## config.mk

```make
export PLATFORM = sky130hd
export DESIGN_NAME = intr_svc_tracker
export DESIGN_NICKNAME = d
export VERILOG_FILES = /design/src/rtl/isvc_pkg.sv /design/src/rtl/isvc_hi_find.sv /design/src/rtl/isvc_ppr_calc.sv /design/src/rtl/isvc_state_bank.sv /design/src/rtl/intr_svc_tracker.sv
export SDC_FILE = /design/constraint.sdc
export NUM_CORES = 2
export LEC_CHECK = 0
export CORE_MARGIN = 3
export CORE_UTILIZATION = 35
export CTS_BUF_LIST = sky130_fd_sc_hd__clkbuf_2 sky130_fd_sc_hd__clkbuf_4 sky130_fd_sc_hd__clkbuf_8
export CTS_CLUSTER_DIAMETER = 40
export DETAILED_ROUTE_END_ITERATION = 10
export PLACE_DENSITY = 0.5
export SYNTH_ARGS = -nofsm -noshare
export SYNTH_HDL_FRONTEND = slang
export SYNTH_SLANG_ARGS = --single-unit
```

## constraint.sdc

```tcl
create_clock -name clk -period 11.2 [get_ports clk]
set_input_delay 2.24 -clock clk [delete_from_list [all_inputs] [get_ports clk]]
set_output_delay 2.24 -clock clk [all_outputs]
set_load 0.01 [all_outputs]
```

## src/rtl/isvc_pkg.sv

```systemverilog
package isvc_pkg;
   localparam int unsigned ISVC_CLS_W = 4;

   typedef enum logic {
      RET_IDLE = 1'b0,
      RET_SCAN = 1'b1
   } isvc_ret_e;
endpackage

```

## src/rtl/isvc_hi_find.sv

```systemverilog
module isvc_hi_find #(
   parameter  int unsigned NUM_WORDS = 8,
   parameter  int unsigned WORD_W    = 32,
   parameter  int unsigned LO_WORD   = 0,
   localparam int unsigned POS_W     = $clog2(WORD_W),
   localparam int unsigned WIDX_W    = $clog2(NUM_WORDS),
   localparam int unsigned IDX_W     = POS_W + WIDX_W
) (
   input  logic [NUM_WORDS*WORD_W-1:0] bits,
   output logic                        found,
   output logic [IDX_W-1:0]            idx
);
   if (NUM_WORDS < 2) begin : g_chk_words
      $error("isvc_hi_find: NUM_WORDS must be at least 2");
   end
   if (LO_WORD >= NUM_WORDS) begin : g_chk_lo
      $error("isvc_hi_find: LO_WORD out of range");
   end

   logic [NUM_WORDS-1:0]            w_any;
   logic [NUM_WORDS-1:0][POS_W-1:0] w_pos;

   for (genvar w = 0; w < NUM_WORDS; w++) begin : g_word
      if (w < LO_WORD) begin : g_skip
         assign w_any[w] = 1'b0;
         assign w_pos[w] = '0;
      end else begin : g_scan
         logic [WORD_W-1:0] word;
         logic [POS_W-1:0]  pos;
         assign word = bits[w*WORD_W +: WORD_W];
         always_comb begin
            pos = '0;
            for (int b = 0; b < WORD_W; b++) begin
               if (word[b]) pos = POS_W'(b);
            end
         end
         assign w_any[w] = |word;
         assign w_pos[w] = pos;
      end
   end

   always_comb begin
      found = 1'b0;
      idx   = '0;
      for (int w = 0; w < NUM_WORDS; w++) begin
         if (w_any[w]) begin
            found = 1'b1;
            idx   = {WIDX_W'(w), w_pos[w]};
         end
      end
   end
endmodule

```

## src/rtl/isvc_ppr_calc.sv

```systemverilog
module isvc_ppr_calc #(
   parameter  int unsigned VEC_W = 8,
   parameter  int unsigned CLS_W = 4,
   localparam int unsigned SUB_W = VEC_W - CLS_W
) (
   input  logic [VEC_W-1:0] tpr,
   input  logic [VEC_W-1:0] isrv,
   output logic [VEC_W-1:0] ppr
);
   if (CLS_W == 0 || CLS_W >= VEC_W) begin : g_chk_cls
      $error("isvc_ppr_calc: CLS_W must lie in 1..VEC_W-1");
   end

   logic [CLS_W-1:0] tpr_cls;
   logic [CLS_W-1:0] isv_cls;
   assign tpr_cls = tpr[VEC_W-1 -: CLS_W];
   assign isv_cls = isrv[VEC_W-1 -: CLS_W];

   always_comb begin
      if (tpr_cls >= isv_cls) ppr = tpr;
      else                    ppr = {isv_cls, {SUB_W{1'b0}}};
   end
endmodule

```

## src/rtl/isvc_state_bank.sv

```systemverilog
module isvc_state_bank #(
   parameter  int unsigned NUM_VEC = 256,
   localparam int unsigned VEC_W   = $clog2(NUM_VEC)
) (
   input  logic               clk,
   input  logic               rst_n,
   input  logic               set_en,
   input  logic [VEC_W-1:0]   set_vec,
   input  logic               set_level,
   input  logic               acc_en,
   input  logic [VEC_W-1:0]   acc_vec,
   input  logic               ret_en,
   input  logic [VEC_W-1:0]   ret_vec,
   output logic [NUM_VEC-1:0] irr,
   output logic [NUM_VEC-1:0] isr,
   output logic [NUM_VEC-1:0] tmr
);
   logic [NUM_VEC-1:0] set_mask;
   logic [NUM_VEC-1:0] acc_mask;
   logic [NUM_VEC-1:0] ret_mask;

   assign set_mask = NUM_VEC'(set_en) << set_vec;
   assign acc_mask = NUM_VEC'(acc_en) << acc_vec;
   assign ret_mask = NUM_VEC'(ret_en) << ret_vec;

   always_ff @(posedge clk) begin
      if (!rst_n) begin
         irr <= '0;
         isr <= '0;
         tmr <= '0;
      end else begin
         irr <= (irr & ~acc_mask) | set_mask;
         isr <= (isr | acc_mask) & ~ret_mask;
         if (set_level) tmr <= tmr | set_mask;
         else           tmr <= tmr & ~set_mask;
      end
   end

   // a new request wins over a same-cycle accept of that vector
   p_set_wins_r13: assert property (@(posedge clk) disable iff (!rst_n)
      set_en |=> irr[$past(set_vec)]);

   p_accept_in_service_r3: assert property (@(posedge clk) disable iff (!rst_n)
      (acc_en && !(ret_en && ret_vec == acc_vec)) |=> isr[$past(acc_vec)]);
endmodule

```

## src/rtl/intr_svc_tracker.sv

```systemverilog
module intr_svc_tracker #(
   parameter  int unsigned NUM_VEC      = 256,
   parameter  int unsigned WORD_W       = 32,
   parameter  int unsigned CLS_W        = isvc_pkg::ISVC_CLS_W,
   parameter  int unsigned SCAN_LO_WORD = 1,
   localparam int unsigned VEC_W        = $clog2(NUM_VEC),
   localparam int unsigned NUM_WORDS    = NUM_VEC / WORD_W
) (
   input  logic             clk,
   input  logic             rst_n,
   input  logic             req_valid,
   input  logic [VEC_W-1:0] req_vector,
   input  logic             req_level,
   input  logic             tpr_we,
   input  logic [VEC_W-1:0] tpr_wdata,
   output logic             intr_req,
   input  logic             ack,
   output logic [VEC_W-1:0] ack_vector,
   input  logic             eoi,
   output logic             eoi_bcast_valid,
   output logic [VEC_W-1:0] eoi_bcast_vector,
   output logic [VEC_W-1:0] ppr,
   output logic [VEC_W-1:0] isrv
);
   import isvc_pkg::*;

   if ((1 << VEC_W) != NUM_VEC) begin : g_chk_pow2
      $error("intr_svc_tracker: NUM_VEC must be a power of two");
   end
   if (NUM_VEC % WORD_W != 0) begin : g_chk_word
      $error("intr_svc_tracker: NUM_VEC must be a multiple of WORD_W");
   end
   if (SCAN_LO_WORD >= NUM_WORDS) begin : g_chk_scan
      $error("intr_svc_tracker: SCAN_LO_WORD out of range");
   end

   logic [NUM_VEC-1:0] irr, isr, tmr;
   logic               pend_found, scan_found;
   logic [VEC_W-1:0]   pend_vec, scan_vec;
   logic [VEC_W-1:0]   tpr_q, isrv_q, ppr_q, ppr_next;
   logic               ppr_dirty;
   isvc_ret_e          ret_q;
   logic               busy, accept, eoi_go;
   logic               bcast_q;
   logic [VEC_W-1:0]   bcast_vec_q;
   logic [CLS_W-1:0]   pend_cls, ppr_cls, isrv_cls, tpr_cls;

   isvc_state_bank #(.NUM_VEC(NUM_VEC)) u_bank (
      .clk(clk), .rst_n(rst_n),
      .set_en(req_valid), .set_vec(req_vector), .set_level(req_level),
      .acc_en(accept), .acc_vec(pend_vec),
      .ret_en(eoi_go), .ret_vec(isrv_q),
      .irr(irr), .isr(isr), .tmr(tmr)
   );

   isvc_hi_find #(.NUM_WORDS(NUM_WORDS), .WORD_W(WORD_W), .LO_WORD(0)) u_pend_find (
      .bits(irr), .found(pend_found), .idx(pend_vec)
   );

   isvc_hi_find #(.NUM_WORDS(NUM_WORDS), .WORD_W(WORD_W), .LO_WORD(SCAN_LO_WORD)) u_scan_find (
      .bits(isr), .found(scan_found), .idx(scan_vec)
   );

   isvc_ppr_calc #(.VEC_W(VEC_W), .CLS_W(CLS_W)) u_ppr (
      .tpr(tpr_q), .isrv(isrv_q), .ppr(ppr_next)
   );

   assign pend_cls = pend_vec[VEC_W-1 -: CLS_W];
   assign ppr_cls  = ppr_q[VEC_W-1 -: CLS_W];
   assign isrv_cls = isrv_q[VEC_W-1 -: CLS_W];
   assign tpr_cls  = tpr_q[VEC_W-1 -: CLS_W];

   assign busy     = ppr_dirty | (ret_q == RET_SCAN);
   assign intr_req = pend_found && (pend_cls > ppr_cls) && !busy;
   assign accept   = ack && intr_req && !eoi;
   assign eoi_go   = eoi && (ret_q == RET_IDLE) && (isrv_q != '0);

   always_ff @(posedge clk) begin
      if (!rst_n) begin
         tpr_q       <= '0;
         isrv_q      <= '0;
         ppr_q       <= '0;
         ppr_dirty   <= 1'b0;
         ret_q       <= RET_IDLE;
         bcast_q     <= 1'b0;
         bcast_vec_q <= '0;
      end else begin
         if (tpr_we) tpr_q <= tpr_wdata;
         if (accept)                  isrv_q <= pend_vec;
         else if (ret_q == RET_SCAN)  isrv_q <= scan_found ? scan_vec : '0;
         ret_q     <= eoi_go ? RET_SCAN : RET_IDLE;
         ppr_dirty <= accept | tpr_we | (ret_q == RET_SCAN);
         ppr_q     <= ppr_next;
         bcast_q   <= eoi_go && tmr[isrv_q];
         if (eoi_go) bcast_vec_q <= isrv_q;
      end
   end

   assign ack_vector       = pend_found ? pend_vec : '0;
   assign ppr              = ppr_q;
   assign isrv             = isrv_q;
   assign eoi_bcast_valid  = bcast_q;
   assign eoi_bcast_vector = bcast_vec_q;

   p_req_above_ppr_r2: assert property (@(posedge clk) disable iff (!rst_n)
      intr_req |-> (pend_found && pend_cls > ppr_cls));

   p_accept_loads_isrv_r3: assert property (@(posedge clk) disable iff (!rst_n)
      accept |=> isrv_q == $past(pend_vec));

   p_ppr_floor_r4: assert property (@(posedge clk) disable iff (!rst_n)
      !busy |-> (ppr_cls >= tpr_cls && ppr_cls >= isrv_cls));

   p_strict_nest_r6: assert property (@(posedge clk) disable iff (!rst_n)
      accept |-> pend_cls > isrv_cls);

   p_gratuitous_quiet_r8: assert property (@(posedge clk) disable iff (!rst_n)
      (eoi && isrv_q == '0 && ret_q == RET_IDLE && !ack) |=> (!bcast_q && $stable(isrv_q)));

   p_scan_floor_r9: assert property (@(posedge clk) disable iff (!rst_n)
      (ret_q == RET_SCAN) |=> (isrv_q == '0 || isrv_q >= VEC_W'(SCAN_LO_WORD * WORD_W)));

   p_bcast_single_r10: assert property (@(posedge clk) disable iff (!rst_n)
      bcast_q |=> !bcast_q);

   p_quiet_after_accept_r11: assert property (@(posedge clk) disable iff (!rst_n)
      (accept || tpr_we) |=> !intr_req);

   p_eoi_blocks_ack_r12: assert property (@(posedge clk) disable iff (!rst_n)
      (eoi && ack && isrv_q == '0 && ret_q == RET_IDLE) |=> isrv_q == '0);
endmodule

```

==> metrics <==
data required time at the worst endpoint=8.96 ns; overall die area=0.117 mm^2; final global-route overflow total=0; cell types occupying the most area after synthesis=sky130_fd_sc_hd__dfxtp_1, sky130_fd_sc_hd__nor2_1, sky130_fd_sc_hd__a21oi_1, sky130_fd_sc_hd__nand2_1, sky130_fd_sc_hd__mux4_2; CTS tree=yes; met2 track demand over resource in global routing=0.482; Slew Limit Fails=0; Pwr per Cell Area=154 mW/mm^2; number of H-tree levels=4; Fmax=117 MHz; VDD IR max=0.118 mV; placement row count=122; CP arrival=6.28 ns; unrepaired setup endpoints after global routing=false; slew at the pin closest to its max-slew limit=1.40 ns; count of flip-flops with a built-in enable after synthesis=0; Placement Setup Slack=3.77 ns; Max-Cap Viols=0; aggregate global-route resource usage=0.308; half-perimeter wire length of the detailed placement result=126 mm; Hold Crit Class=reg2reg; crit share post-route=0.761; number of antenna violations at the first check in global routing=6; static leakage power=15.5 nW; most common cell in the netlist=sky130_fd_sc_hd__dfxtp_1; Routed Antenna Nets=0; initial core utilization=0.354; clock insertion delay at the later pin of the skew report=0.86 ns; vertical die dimension=342 um; Routability Congestion=0.964; Worst slew margin=0.0604; crit path launch=u_bank.irr[226]; share of layout cells above drive strength 1=0.122; share of the synthesized area in compound gates (AO/OA/AOI/OAI)=0.250; Total Neg Setup Slack=0 ns; Async S/R FF share, synth=0; hold-fix buffers at CTS=0; largest fanout on the critical path=19; total number of clock tree sinks=771; arithmetic-cell share of the synthesized area counting full adders, half adders and majority gates=0.00254; iteration count of the initial detailed-routing pass=6; status=complete, no violations; number of nets at the end of the flow=4910; post-synthesis net count=4920; count of placed standard cells in the final layout, fillers left out=6484; simple-gate area share of the yosys netlist=0.209; root buffer cell=sky130_fd_sc_hd__clkbuf_8; cell area after synthesis=0.0394 mm^2; Placed Cells=6213; met1 track demand over resource in global routing=0.403; Tot Pwr=6.95 mW; IO Count=57; Gates resized, CTS repair=0; met3 Usage GRT=0.0632; maximum number of pins on one net before global-route repair=181; startpoint-to-endpoint class of the critical path=reg2out; peak-usage layer in the global routing report=met2; number of failing hold endpoints at the final stage=0; initial detailed-routing violation count=4992; top cells by instance count after synthesis=sky130_fd_sc_hd__dfxtp_1, sky130_fd_sc_hd__nor2_1, sky130_fd_sc_hd__nand2_1, sky130_fd_sc_hd__a21oi_1, sky130_fd_sc_hd__o21ai_0; clock slew at reported path FFs=0.06 ns; predominant post-synthesis flop cell=sky130_fd_sc_hd__dfxtp_1; post-CTS setup buffer count=0; global-route wire length before repair=266 mm; number of global-route vias before repair=37900; share of the synthesized netlist area taken by xor and xnor gates=0; dominant combinational cell family by area after synthesis=compound AO/OA/AOI/OAI gates; average detailed-routed wire length per instance=28.7 um; Crit. End Element=output port; Core Region=0.111 mm^2; area share of the largest cell type after synthesis=0.391; fin worst setup slack=2.68 ns; min Tclk post-route=8.52 ns; IO buf count=56; portion of the post-synthesis area used by sequential elements=0.391; routed vias=41100; cell taking the most area after synthesis=sky130_fd_sc_hd__dfxtp_1; count of warnings emitted by yosys=0; average via count per standard cell=6.35; instance count of the mapped netlist=4889; average cell area after synthesis=8.07 um^2; Finish-stage setup viols=0; Worst Setup Start Kind=flop; CTS buffer count=152; worst setup skew after layout=0.0430 ns; critical register-to-register path startpoint=u_bank.irr[226]; die width=342 um; # DRC=0; number of register bits inferred by synthesis=771; CTS Buffer Depth=3; number of library cell types mapped by synthesis=85; Hold Worst Slack=0.453 ns; routed wire length=186 mm; fraction of synthesized area in multiplexers=0.0944; area growth from synthesis to layout=14.6%
-- path summary, 6_finish.rpt --
kind | endpoint | slack [ns] | cells after the start
worst max-delay path | ack_vector[3] | 2.68 | 9
worst min-delay path | flop | 0.45 | 2
worst max register to register | u_bank.isr[72] | 3.90 | 16
worst min register to register | flop | 0.45 | 2
-- critical path: stages, from the launching register on --
cell and delay, ns:
sky130_fd_sc_hd__dfxtp_1 0.33, sky130_fd_sc_hd__nor4_1 0.55, sky130_fd_sc_hd__and4_1 0.45, sky130_fd_sc_hd__nand4_1 0.76
sky130_fd_sc_hd__nor3_2 1.26, sky130_fd_sc_hd__nand4_1 0.37, sky130_fd_sc_hd__o211ai_1 0.36, sky130_fd_sc_hd__buf_4 0.35
sky130_fd_sc_hd__inv_2 0.30, sky130_fd_sc_hd__clkdlybuf4s50_1 0.65
-- cells in the final DEF, fill, tap and decap left out, types with 18 or more instances in the layout --
cell / n
sky130_fd_sc_hd__a211oi_1: 25
sky130_fd_sc_hd__a21oi_1: 442
sky130_fd_sc_hd__a311oi_1: 84
sky130_fd_sc_hd__a31oi_1: 80
sky130_fd_sc_hd__a41oi_1: 57
sky130_fd_sc_hd__and2_1: 18
sky130_fd_sc_hd__buf_4: 123
sky130_fd_sc_hd__clkbuf_4: 36
sky130_fd_sc_hd__clkbuf_8: 194
sky130_fd_sc_hd__clkdlybuf4s50_1: 54
sky130_fd_sc_hd__dfxtp_1: 766
sky130_fd_sc_hd__inv_1: 187
sky130_fd_sc_hd__mux2i_1: 183
sky130_fd_sc_hd__mux4_2: 84
sky130_fd_sc_hd__nand2_1: 517
sky130_fd_sc_hd__nand2b_1: 30
sky130_fd_sc_hd__nand3_1: 95
sky130_fd_sc_hd__nand4_1: 37
sky130_fd_sc_hd__nor2_1: 656
sky130_fd_sc_hd__nor2b_1: 26
sky130_fd_sc_hd__nor3_1: 139
sky130_fd_sc_hd__nor4_1: 139
sky130_fd_sc_hd__o2111ai_1: 40
sky130_fd_sc_hd__o211ai_1: 59
sky130_fd_sc_hd__o21a_1: 20
sky130_fd_sc_hd__o21ai_0: 348
sky130_fd_sc_hd__o221a_2: 34
sky130_fd_sc_hd__o221ai_1: 92
sky130_fd_sc_hd__o31ai_1: 43
sky130_fd_sc_hd__o41ai_1: 19
sky130_fd_sc_hd__or4_1: 39
-- logic make-up (layout without fill, tap and decap cells) --
logic type               count (synthesis)  in the layout
adder cells (fa/ha/maj)                  8              8
AO/OA/AOI/OAI                         1495           1495
AND/OR/NAND/NOR                       1811           1811
buffers and inverters                  537            641
flip-flops                             771            771
other                                    0              3
multiplexers                           267            267
-- metal layers --
metal | share of wire | wire length (um)
met3 | 0.094 | 17500
met2 | 0.44 | 82900
met4 | 0.054 | 9980
met1 | 0.41 | 76000
met5 | 0.000059 | 11
-- per-stage QoR --
step | util | instance area [um^2]
floorplan | - | 39400
global placement | 0.376 | 41800
detailed placement | 0.376 | 41800
CTS | 0.406 | 45200
global route | 0.406 | 45200
finish | 0.406 | 45200
-- layout make-up --
cell class / count / area (um^2)
repair buffers: 181 / 1530
fillers: 11400 / 66100
inverters: 192 / 728
clock buffers: 229 / 2930
multi-input cells: 3581 / 22200
clock inverters: 39 / 480
flip-flops and latches: 771 / 15400
diodes: 3 / 7.51
well taps: 1488 / 1860
-- report_power, final --
part / total, mW / internal [mW] / switching (mW)
sequential: 2.76 / 2.75 / 0.0113
clock: 3.23 / 1.90 / 1.34
combinational: 0.953 / 0.183 / 0.771
No activity file was read; power rests on OpenSTA's default activity.
